==> config.mk <==
export PLATFORM = sky130hd
export DESIGN_NAME = cmp_pwm_timer
export DESIGN_NICKNAME = d
export VERILOG_FILES = /design/src/rtl/pwm_tmr_pkg.sv /design/src/rtl/pwm_prescaler.sv /design/src/rtl/pwm_regs.sv /design/src/rtl/cmp_pwm_timer.sv
export SDC_FILE = /design/constraint.sdc
export NUM_CORES = 1
export LEC_CHECK = 0
export ABC_AREA = 1
export BUFFER_PORTS_ARGS = -buffer_cell sky130_fd_sc_hd__buf_2
export CAP_MARGIN = 5
export CORE_ASPECT_RATIO = 0.8
export CORE_MARGIN = 2
export CORE_UTILIZATION = 66
export DETAILED_ROUTE_END_ITERATION = 12
export PLACE_DENSITY_LB_ADDON = 0.15
export SETUP_SLACK_MARGIN = 0.5
export SYNTH_ARGS = -nofsm -noshare
export SYNTH_HDL_FRONTEND = slang
export SYNTH_HIERARCHICAL = 1
export SYNTH_SLANG_ARGS = --single-unit
==> constraint.sdc <==
create_clock -name clk -period 4.6 [get_ports clk]
set_input_delay 0.69 -clock clk [delete_from_list [all_inputs] [get_ports clk]]
set_output_delay 0.69 -clock clk [all_outputs]
set_load 0.01 [all_outputs]
==> src/rtl/pwm_tmr_pkg.sv <==
package pwm_tmr_pkg;

    localparam int ADDR_W = 2;

    localparam logic [ADDR_W-1:0] ADR_CTRL   = 2'd0;
    localparam logic [ADDR_W-1:0] ADR_EDGE   = 2'd1;
    localparam logic [ADDR_W-1:0] ADR_PERIOD = 2'd2;
    localparam logic [ADDR_W-1:0] ADR_FLAG   = 2'd3;

    typedef enum logic [0:0] {
        ST_OFF = 1'b0,
        ST_RUN = 1'b1
    } tmr_state_e;

    typedef struct packed {
        logic       irq_en;    // bit 7
        logic [1:0] clk_sel;   // bits 6:5
        logic       lvl_per;   // bit 4
        logic       lvl_edge;  // bit 3
        logic       out_en;    // bit 2
        logic       opm_en;    // bit 1
        logic       pwm_en;    // bit 0
    } ctrl_t;

endpackage

==> src/rtl/pwm_prescaler.sv <==
module pwm_prescaler #(
    parameter int DIV0 = 2,
    parameter int DIV1 = 4,
    parameter int DIV2 = 8,
    parameter int DIV3 = 8000
) (
    input  logic       clk,
    input  logic       rst_n,
    input  logic [1:0] sel,
    output logic       tick
);
    localparam int PW = $clog2(DIV3) + 1;
    localparam logic [PW-1:0] LIM0 = PW'(DIV0 - 1);
    localparam logic [PW-1:0] LIM1 = PW'(DIV1 - 1);
    localparam logic [PW-1:0] LIM2 = PW'(DIV2 - 1);
    localparam logic [PW-1:0] LIM3 = PW'(DIV3 - 1);

    logic [PW-1:0] pcnt_q;
    logic [PW-1:0] lim;

    always_comb begin
        unique case (sel)
            2'd0:    lim = LIM0;
            2'd1:    lim = LIM1;
            2'd2:    lim = LIM2;
            default: lim = LIM3;
        endcase
    end

    // A count already past a newly selected limit ends at once.
    assign tick = (pcnt_q >= lim);

    always_ff @(posedge clk or negedge rst_n) begin
        if (!rst_n)    pcnt_q <= '0;
        else if (tick) pcnt_q <= '0;
        else           pcnt_q <= pcnt_q + 1'b1;
    end
endmodule

==> src/rtl/pwm_regs.sv <==
module pwm_regs
    import pwm_tmr_pkg::*;
#(
    parameter int CNT_W = 8
) (
    input  logic              clk,
    input  logic              rst_n,
    input  logic              wr_en,
    input  logic [ADDR_W-1:0] wr_addr,
    input  logic [CNT_W-1:0]  wr_data,
    output ctrl_t             ctrl_q,
    output logic [CNT_W-1:0]  edge_sh,
    output logic [CNT_W-1:0]  per_sh,
    output logic              clr_req
);
    always_ff @(posedge clk or negedge rst_n) begin
        if (!rst_n) begin
            ctrl_q  <= '0;
            edge_sh <= '0;
            per_sh  <= '0;
        end else if (wr_en) begin
            unique case (wr_addr)
                ADR_CTRL:   ctrl_q  <= ctrl_t'(wr_data[7:0]);
                ADR_EDGE:   edge_sh <= wr_data;
                ADR_PERIOD: per_sh  <= wr_data;
                default:    ;
            endcase
        end
    end

    assign clr_req = wr_en && (wr_addr == ADR_FLAG) && wr_data[0];
endmodule

==> src/rtl/cmp_pwm_timer.sv <==
module cmp_pwm_timer
    import pwm_tmr_pkg::*;
#(
    parameter int CNT_W  = 8,
    parameter int RELOAD = 252,
    parameter int DIV0   = 2,
    parameter int DIV1   = 4,
    parameter int DIV2   = 8,
    parameter int DIV3   = 8000
) (
    input  logic              clk,
    input  logic              rst_n,
    input  logic              wr_en,
    input  logic [ADDR_W-1:0] wr_addr,
    input  logic [CNT_W-1:0]  wr_data,
    input  logic              glob_mask,
    output logic              pwm_out,
    output logic              period_flag,
    output logic              irq
);
    localparam logic [CNT_W-1:0] RELOAD_V = CNT_W'(RELOAD);

    ctrl_t            ctrl_q;
    logic [CNT_W-1:0] edge_sh, per_sh;
    logic             clr_req;
    logic             tick;

    tmr_state_e       state_q, state_d;
    logic             run_req;
    logic [CNT_W-1:0] cnt_q, act_edge, act_per;
    logic             out_q, flag_q;
    logic             per_hit, edge_hit;

    pwm_regs #(.CNT_W(CNT_W)) u_regs (
        .clk     (clk),
        .rst_n   (rst_n),
        .wr_en   (wr_en),
        .wr_addr (wr_addr),
        .wr_data (wr_data),
        .ctrl_q  (ctrl_q),
        .edge_sh (edge_sh),
        .per_sh  (per_sh),
        .clr_req (clr_req)
    );

    pwm_prescaler #(.DIV0(DIV0), .DIV1(DIV1), .DIV2(DIV2), .DIV3(DIV3)) u_presc (
        .clk   (clk),
        .rst_n (rst_n),
        .sel   (ctrl_q.clk_sel),
        .tick  (tick)
    );

    // Mode decode: the waveform mode outranks the one-pulse request.
    always_comb begin
        run_req = 1'b0;
        unique casez ({ctrl_q.pwm_en, ctrl_q.opm_en})
            2'b1?:   run_req = 1'b1;
            2'b01:   run_req = 1'b0;
            default: run_req = 1'b0;
        endcase
    end

    always_comb begin
        state_d = state_q;
        unique case (state_q)
            ST_OFF: if (run_req)  state_d = ST_RUN;   // GO
            ST_RUN: if (!run_req) state_d = ST_OFF;   // STOP
            default:              state_d = ST_OFF;
        endcase
    end

    always_ff @(posedge clk or negedge rst_n) begin
        if (!rst_n) state_q <= ST_OFF;
        else        state_q <= state_d;
    end

    assign per_hit  = tick && (cnt_q == act_per);
    assign edge_hit = tick && (cnt_q == act_edge);

    // Counter and active compare pair.
    always_ff @(posedge clk or negedge rst_n) begin
        if (!rst_n) begin
            cnt_q    <= '0;
            act_edge <= '0;
            act_per  <= '0;
        end else begin
            unique case (state_q)
                ST_OFF: begin
                    cnt_q    <= RELOAD_V;
                    act_edge <= edge_sh;
                    act_per  <= per_sh;
                end
                ST_RUN: begin
                    if (per_hit) begin
                        cnt_q    <= RELOAD_V;
                        act_edge <= edge_sh;
                        act_per  <= per_sh;
                    end else if (tick) begin
                        cnt_q <= cnt_q + 1'b1;
                    end
                end
                default: cnt_q <= RELOAD_V;
            endcase
        end
    end

    // Output register and period flag.
    always_ff @(posedge clk or negedge rst_n) begin
        if (!rst_n) begin
            out_q  <= 1'b0;
            flag_q <= 1'b0;
        end else begin
            unique case (state_q)
                ST_OFF: begin
                    out_q <= 1'b0;
                    if (clr_req) flag_q <= 1'b0;
                end
                ST_RUN: begin
                    if (per_hit)       out_q <= ctrl_q.lvl_per;
                    else if (edge_hit) out_q <= ctrl_q.lvl_edge;
                    if (per_hit)       flag_q <= 1'b1;
                    else if (clr_req)  flag_q <= 1'b0;
                end
                default: out_q <= 1'b0;
            endcase
        end
    end

    assign pwm_out     = out_q & ctrl_q.out_en;
    assign period_flag = flag_q;
    assign irq         = flag_q & ctrl_q.irq_en & ~glob_mask;
endmodule

Word level (Yosys, flattened, before mapping)
Cells that the tools add are included.
{"block": "word_totals", "ff_bits": 64, "latchBits": 0, "ramBits": 0, "mem_bits_ro": 0, "inputBits": 14, "wordCells": 59, "memories": 0}
{"block": "classes", "add_sub_neg": 2, "mul": 0, "n_div": 0, "order_cmp": 1, "n_eq_ne": 10, "n_shift": 0, "n_mux": 17, "bitwise": 5, "reduce_logical": 9}
{"operator": "8-bit one-hot mux with 2 select lines", "count": 3}
{"operator": "13-bit one-hot mux with 3 select lines", "count": 1}
{"operator": "8-bit 2-to-1 mux", "count": 4}
{"operator": "8-bit equality test", "count": 2}
{"operator": "14-bit by 1-bit adder with 14-bit output (second input constant)", "count": 1}
{"operator": "14-bit by 13-bit greater-or-equal comparator with 1-bit output", "count": 1}
{"operator": "14-bit 2-to-1 mux", "count": 1}
{"operator": "8-bit by 1-bit adder with 8-bit output (second input constant)", "count": 1}
{"operator": "2-bit equality test (second input constant)", "count": 3}
{"operator": "1-bit 2-to-1 mux", "count": 6}
{"operator": "2-bit AND reduction", "count": 3}
{"operator": "2-bit by 1-bit equality test with 1-bit output (second input constant)", "count": 2}
{"operator": "1-bit logical AND", "count": 4}
{"operator": "2-bit logical NOT", "count": 2}
{"operator": "1-bit one-hot mux with 2 select lines", "count": 2}
{"operator": "1-bit bitwise AND", "count": 3}
{"operator": "3-bit by 1-bit inequality test with 1-bit output (second input constant)", "count": 1}
{"operator": "3-bit by 2-bit inequality test with 1-bit output (second input constant)", "count": 1}
{"operator": "2-bit by 1-bit inequality test with 1-bit output (second input constant)", "count": 1}
{"operator": "1-bit NOT", "count": 2}

Depth between registers and ports, before layout
{"block": "depth", "ltp_word": 7, "mapped_depth": 19, "mapped_depth_nobuf": 17}

By module
Netlist, hierarchy kept.
{"mod": "cmp_pwm_timer", "instances": 1, "cells_each": 193, "area_each_um2": 1457.6, "seq_area_each_um2": 675.6}
{"mod": "pwm_prescaler", "instances": 1, "cells_each": 141, "area_each_um2": 1104.8, "seq_area_each_um2": 350.3}
{"mod": "pwm_regs", "instances": 1, "cells_each": 110, "area_each_um2": 1049.8, "seq_area_each_um2": 600.6}

Worst setup path before layout
Ideal clock, no wire load.
{"block": "synth_path", "path_kind": "register -> register", "from": "register, netlist name u_regs/ctrl_q[6]", "to": "register act_per[1]", "setup_ns": 0.126, "arrival_time_ns": 2.336, "path_slack_ns": 2.139, "stages_incl_launch_ff": 17, "synth_period_minus_slack_ns": 2.461, "cell_sequence": "dfrtp_1 nand2_1 ha_1 nand2_1 nor3_1 a21oi_2 nand2_4 buf_12 inv_1 a21oi_1 nand2_1 nor2_2 nand3_2 nand2_2 buf_6 buf_6 o21ai_0"}
{"block": "synth_between", "elab_chain_len": 5, "elab_cells_between_ends": 7}
{"item": "2-bit equality test (tied with other cells)", "line": "pwm_prescaler.sv:22", "rtl": "unique case (sel)"}
{"item": "13-bit one-hot mux with 3 select lines (*)", "line": "pwm_prescaler.sv:22"}
{"item": "14-bit by 13-bit greater-or-equal comparator with 1-bit output (*)", "line": "pwm_prescaler.sv:31", "rtl": "assign tick = (pcnt_q >= lim);"}
{"item": "via tick", "line": "cmp_pwm_timer.sv:26", "rtl": "logic tick;"}
{"item": "1-bit logical AND (*)", "line": "cmp_pwm_timer.sv:77", "rtl": "assign per_hit = tick && (cnt_q == act_per);"}
{"item": "2-bit by 1-bit inequality test with 1-bit output (no line) (*)"}
{"item": "end signal, assigned", "line": "cmp_pwm_timer.sv:91", "rtl": "act_per <= per_sh;"}
{"item": "end signal, assigned", "line": "cmp_pwm_timer.sv:97", "rtl": "act_per <= per_sh;"}
{"item": "end, declared", "line": "cmp_pwm_timer.sv:30", "rtl": "logic [CNT_W-1:0] cnt_q, act_edge, act_per;"}
The timed path passes the listed nets; every way through them passes the cells marked *.
A chain may end at the register's enable or synchronous reset.

Final worst setup path
{"block": "layout_path", "from": "register, netlist name u_regs/ctrl_q[6]", "to": "register cnt_q[1]"}
{"block": "layout_between", "elab_chain_len": 6, "elab_cells_between_ends": 9}
{"item": "2-bit equality test (tied with other cells)", "line": "pwm_prescaler.sv:22"}
{"item": "13-bit one-hot mux with 3 select lines (*)", "line": "pwm_prescaler.sv:22"}
{"item": "14-bit by 13-bit greater-or-equal comparator with 1-bit output (*)", "line": "pwm_prescaler.sv:31"}
{"item": "via tick", "line": "cmp_pwm_timer.sv:26"}
{"item": "1-bit logical AND", "line": "cmp_pwm_timer.sv:77"}
{"item": "8-bit 2-to-1 mux", "line": "cmp_pwm_timer.sv:94", "rtl": "if (per_hit) begin"}
{"item": "8-bit one-hot mux with 2 select lines", "line": "cmp_pwm_timer.sv:87", "rtl": "unique case (state_q)"}
{"item": "end signal, assigned", "line": "cmp_pwm_timer.sv:99", "rtl": "cnt_q <= cnt_q + 1'b1;"}
{"item": "end, declared", "line": "cmp_pwm_timer.sv:30"}
Marks and branches as above.

==> metrics.yaml <==
layout:
  multi_input_area_um2: 1660
  layout_common_cells: "nand2_1, dfrtp_1, inv_1"
  seq_area_um2: 1600
  area_delta_synth_final_pct: 7.25
  final_common_cell: "nand2_1"
  finalInstanceArea_um2: 3830
  nets: 483
  drive_gt1_share_pct: 15.6
  num-fill-cells: 400
  diodes: 0
  instances_no_fill: 524
clock_tree:
  postCtsResizedCells: 0
  cts_setup_buffers: 0
  cts_buffers: 9
  max-clock-path-buffers: 2
  cts_tree: "yes"
  cts_hold_buf: 0
  htree_levels: 3
  clk_pin_slew_ns: 0.07
  cts_root_buf: "clkbuf_8"
  clock_latency_ns: 0.34
  clkSinkCount: 64
detailed_routing:
  routed_wl_um: 7150
  drcViolationCount: 0
  via_per_inst: 5.42
  wl_per_cell_um: 13.7
  drtPass1Iterations: 5
  vias: 2839
  first_iter_violations: 185
  ant_nets: 0
worst_hold_path:
  hp-class: "in2async"
setup_path:
  start_kind: "flip-flop"
  r2r_start: "u_regs/ctrl_q[6]"
  cp_common_cell: "nand2_1"
  r2r-end: "cnt_q[1]"
  crit_start: "u_regs/ctrl_q[6]"
  endpoint: "cnt_q[1]"
  max_stage_delay_ns: 0.42
  path_class: "reg2reg"
  reg2reg_setup_slack_ns: 1.21
  crit_required_ns: 4.83
  crit_arrival_ns: 3.62
  critPathCaptureType: "flip-flop"
  cp_slowest_cell: "nand2_2"
  rr_worst_depth: 17
  path_cells: "nand2_1, ha_1, nand2_1, nor2_1, nand2_1, nand3_1, nand2_1, nand2_4, inv_1, a21oi_1, nand2_1, nor2_2, nand3_2, nand2_2, inv_1, nand3_1, nand2_1"
  critPathMaxFanout: 29
logic_synthesis:
  synthCells: 440
  syn_area_per_cell_um2: 8.12
  synth.net_count: 466
  yosys_warnings: 6
  netlist_area_um2: 3570
pwr:
  pwr-share-seq_pct: 43.6
  totalPowerFinal_mw: 1.70
  p_comb_share_pct: 24.8
  p_leak_nw: 1.95
  max-vdd-ir-drop_uv: 378
  pwr-share-clk_pct: 31.6
  powerDensity_nw_per_um2: 444
  swShare_pct: 34.7
  p_switching_mw: 0.590
  internal_power_mw: 1.11
job:
  cap_viol_max_count: 0
sta:
  rsz0062_at_grt: "false"
  worst_pin_slew_ns: 0.609
  drv_slew: 0
  hold_viol_final: 0
  finalSetupViolCount: 0
  fin_worst_skew_ns: 0.00747
  fmax_mhz: 295
  tns_ns: 0
  min_period_ns: 3.39
  max_slew_margin_pct: 59.4
  period_share_pct: 73.6
placed_design:
  dp_hpwl_um: 5280
  placed_cells: 508
  dpl-instance-area_um2: 3610
  gp_congestion: 0.888
  io_buffers: 16
grt:
  grt_pass1_wl_um: 12600
  antenna_found_initial: 0
  grt_start_max_net_pins: 51
  grt_usage_pct: 26.8
  grt_pass1_vias: 2630
  grt_overflow: 0
die:
  die_w_um: 86.3
  num_io_pins: 17
  core_um2: 5120
  fp.dieArea_um2: 6020
  chipHeight_um: 69.8
  initial_core_util_pct: 69.8
  std_cell_rows: 23
outcome:
  status: "complete, no violations"
==> worst min-delay path by stage <==
stage,cells past startpoint,end
finish,1,cnt_q[7]
global route,1,cnt_q[3]
CTS,1,u_presc/pcnt_q[13]
detailed placement,0,state_q
global placement,0,state_q
floorplan,0,state_q
==> area by class of cell <==
class                      instances  area share [%]
clock inverter                     5            2.09
inverter                          49            4.80
timing repair buffer              17            2.28
tap                               62            2.02
sequential                        64            41.8
clock buffer                      11            3.69
multi-input combinational        316            43.3
==> layer usage <==
metal	global-route usage (%)	part of all wire (%)	up-vias
li1	-	-	1437
met5	0	0	-
met2	36.5	43	78
met4	8.68	1.5	0
met3	6.43	5.8	11
met1	42.0	50	1313
==> critical path: cells and delay by family, from the launching register on <==
family	cells	cell delay, ns
AND/OR/NAND/NOR	13	1.86
buffers and inverters	2	0.44
flip-flops	1	0.39
adder cells (fa/ha/maj)	1	0.38
AO/OA/AOI/OAI	1	0.19
==> power groups by stage <==
| stage | registers, mW | clock network, mW | logic [mW] |
|---|---|---|---|
| 5_1_grt | 0.754 | 0.566 | 0.493 |
| 2_1_floorplan | 0.720 | 0 | 0.385 |
| 3_5_place_dp | 0.749 | 0 | 0.426 |
| 3_3_place_gp | 0.748 | 0 | 0.406 |
| 6_report | 0.742 | 0.538 | 0.423 |
| 4_1_cts | 0.739 | 0.542 | 0.426 |
==> sequential cells by signal, summed over array words and instances (netlist names), 7 cells and up <==
signal          cells
act_edge            8
u_regs/ctrl_q       7
u_presc/pcnt_q     14
act_per             8
u_regs/edge_sh      8
u_regs/per_sh       8
cnt_q               8
==> stage by stage <==
step	utilization, %	setup WS, ns	hold WS, ns
2_1_floorplan	-	2.14	0.354
3_3_place_gp	70.5	1.45	0.377
3_5_place_dp	70.5	1.20	0.381
4_1_cts	74.8	1.20	0.237
5_1_grt	74.8	0.799	0.259
6_report	74.8	1.21	0.233
Power figures use the tool's default switching activity.
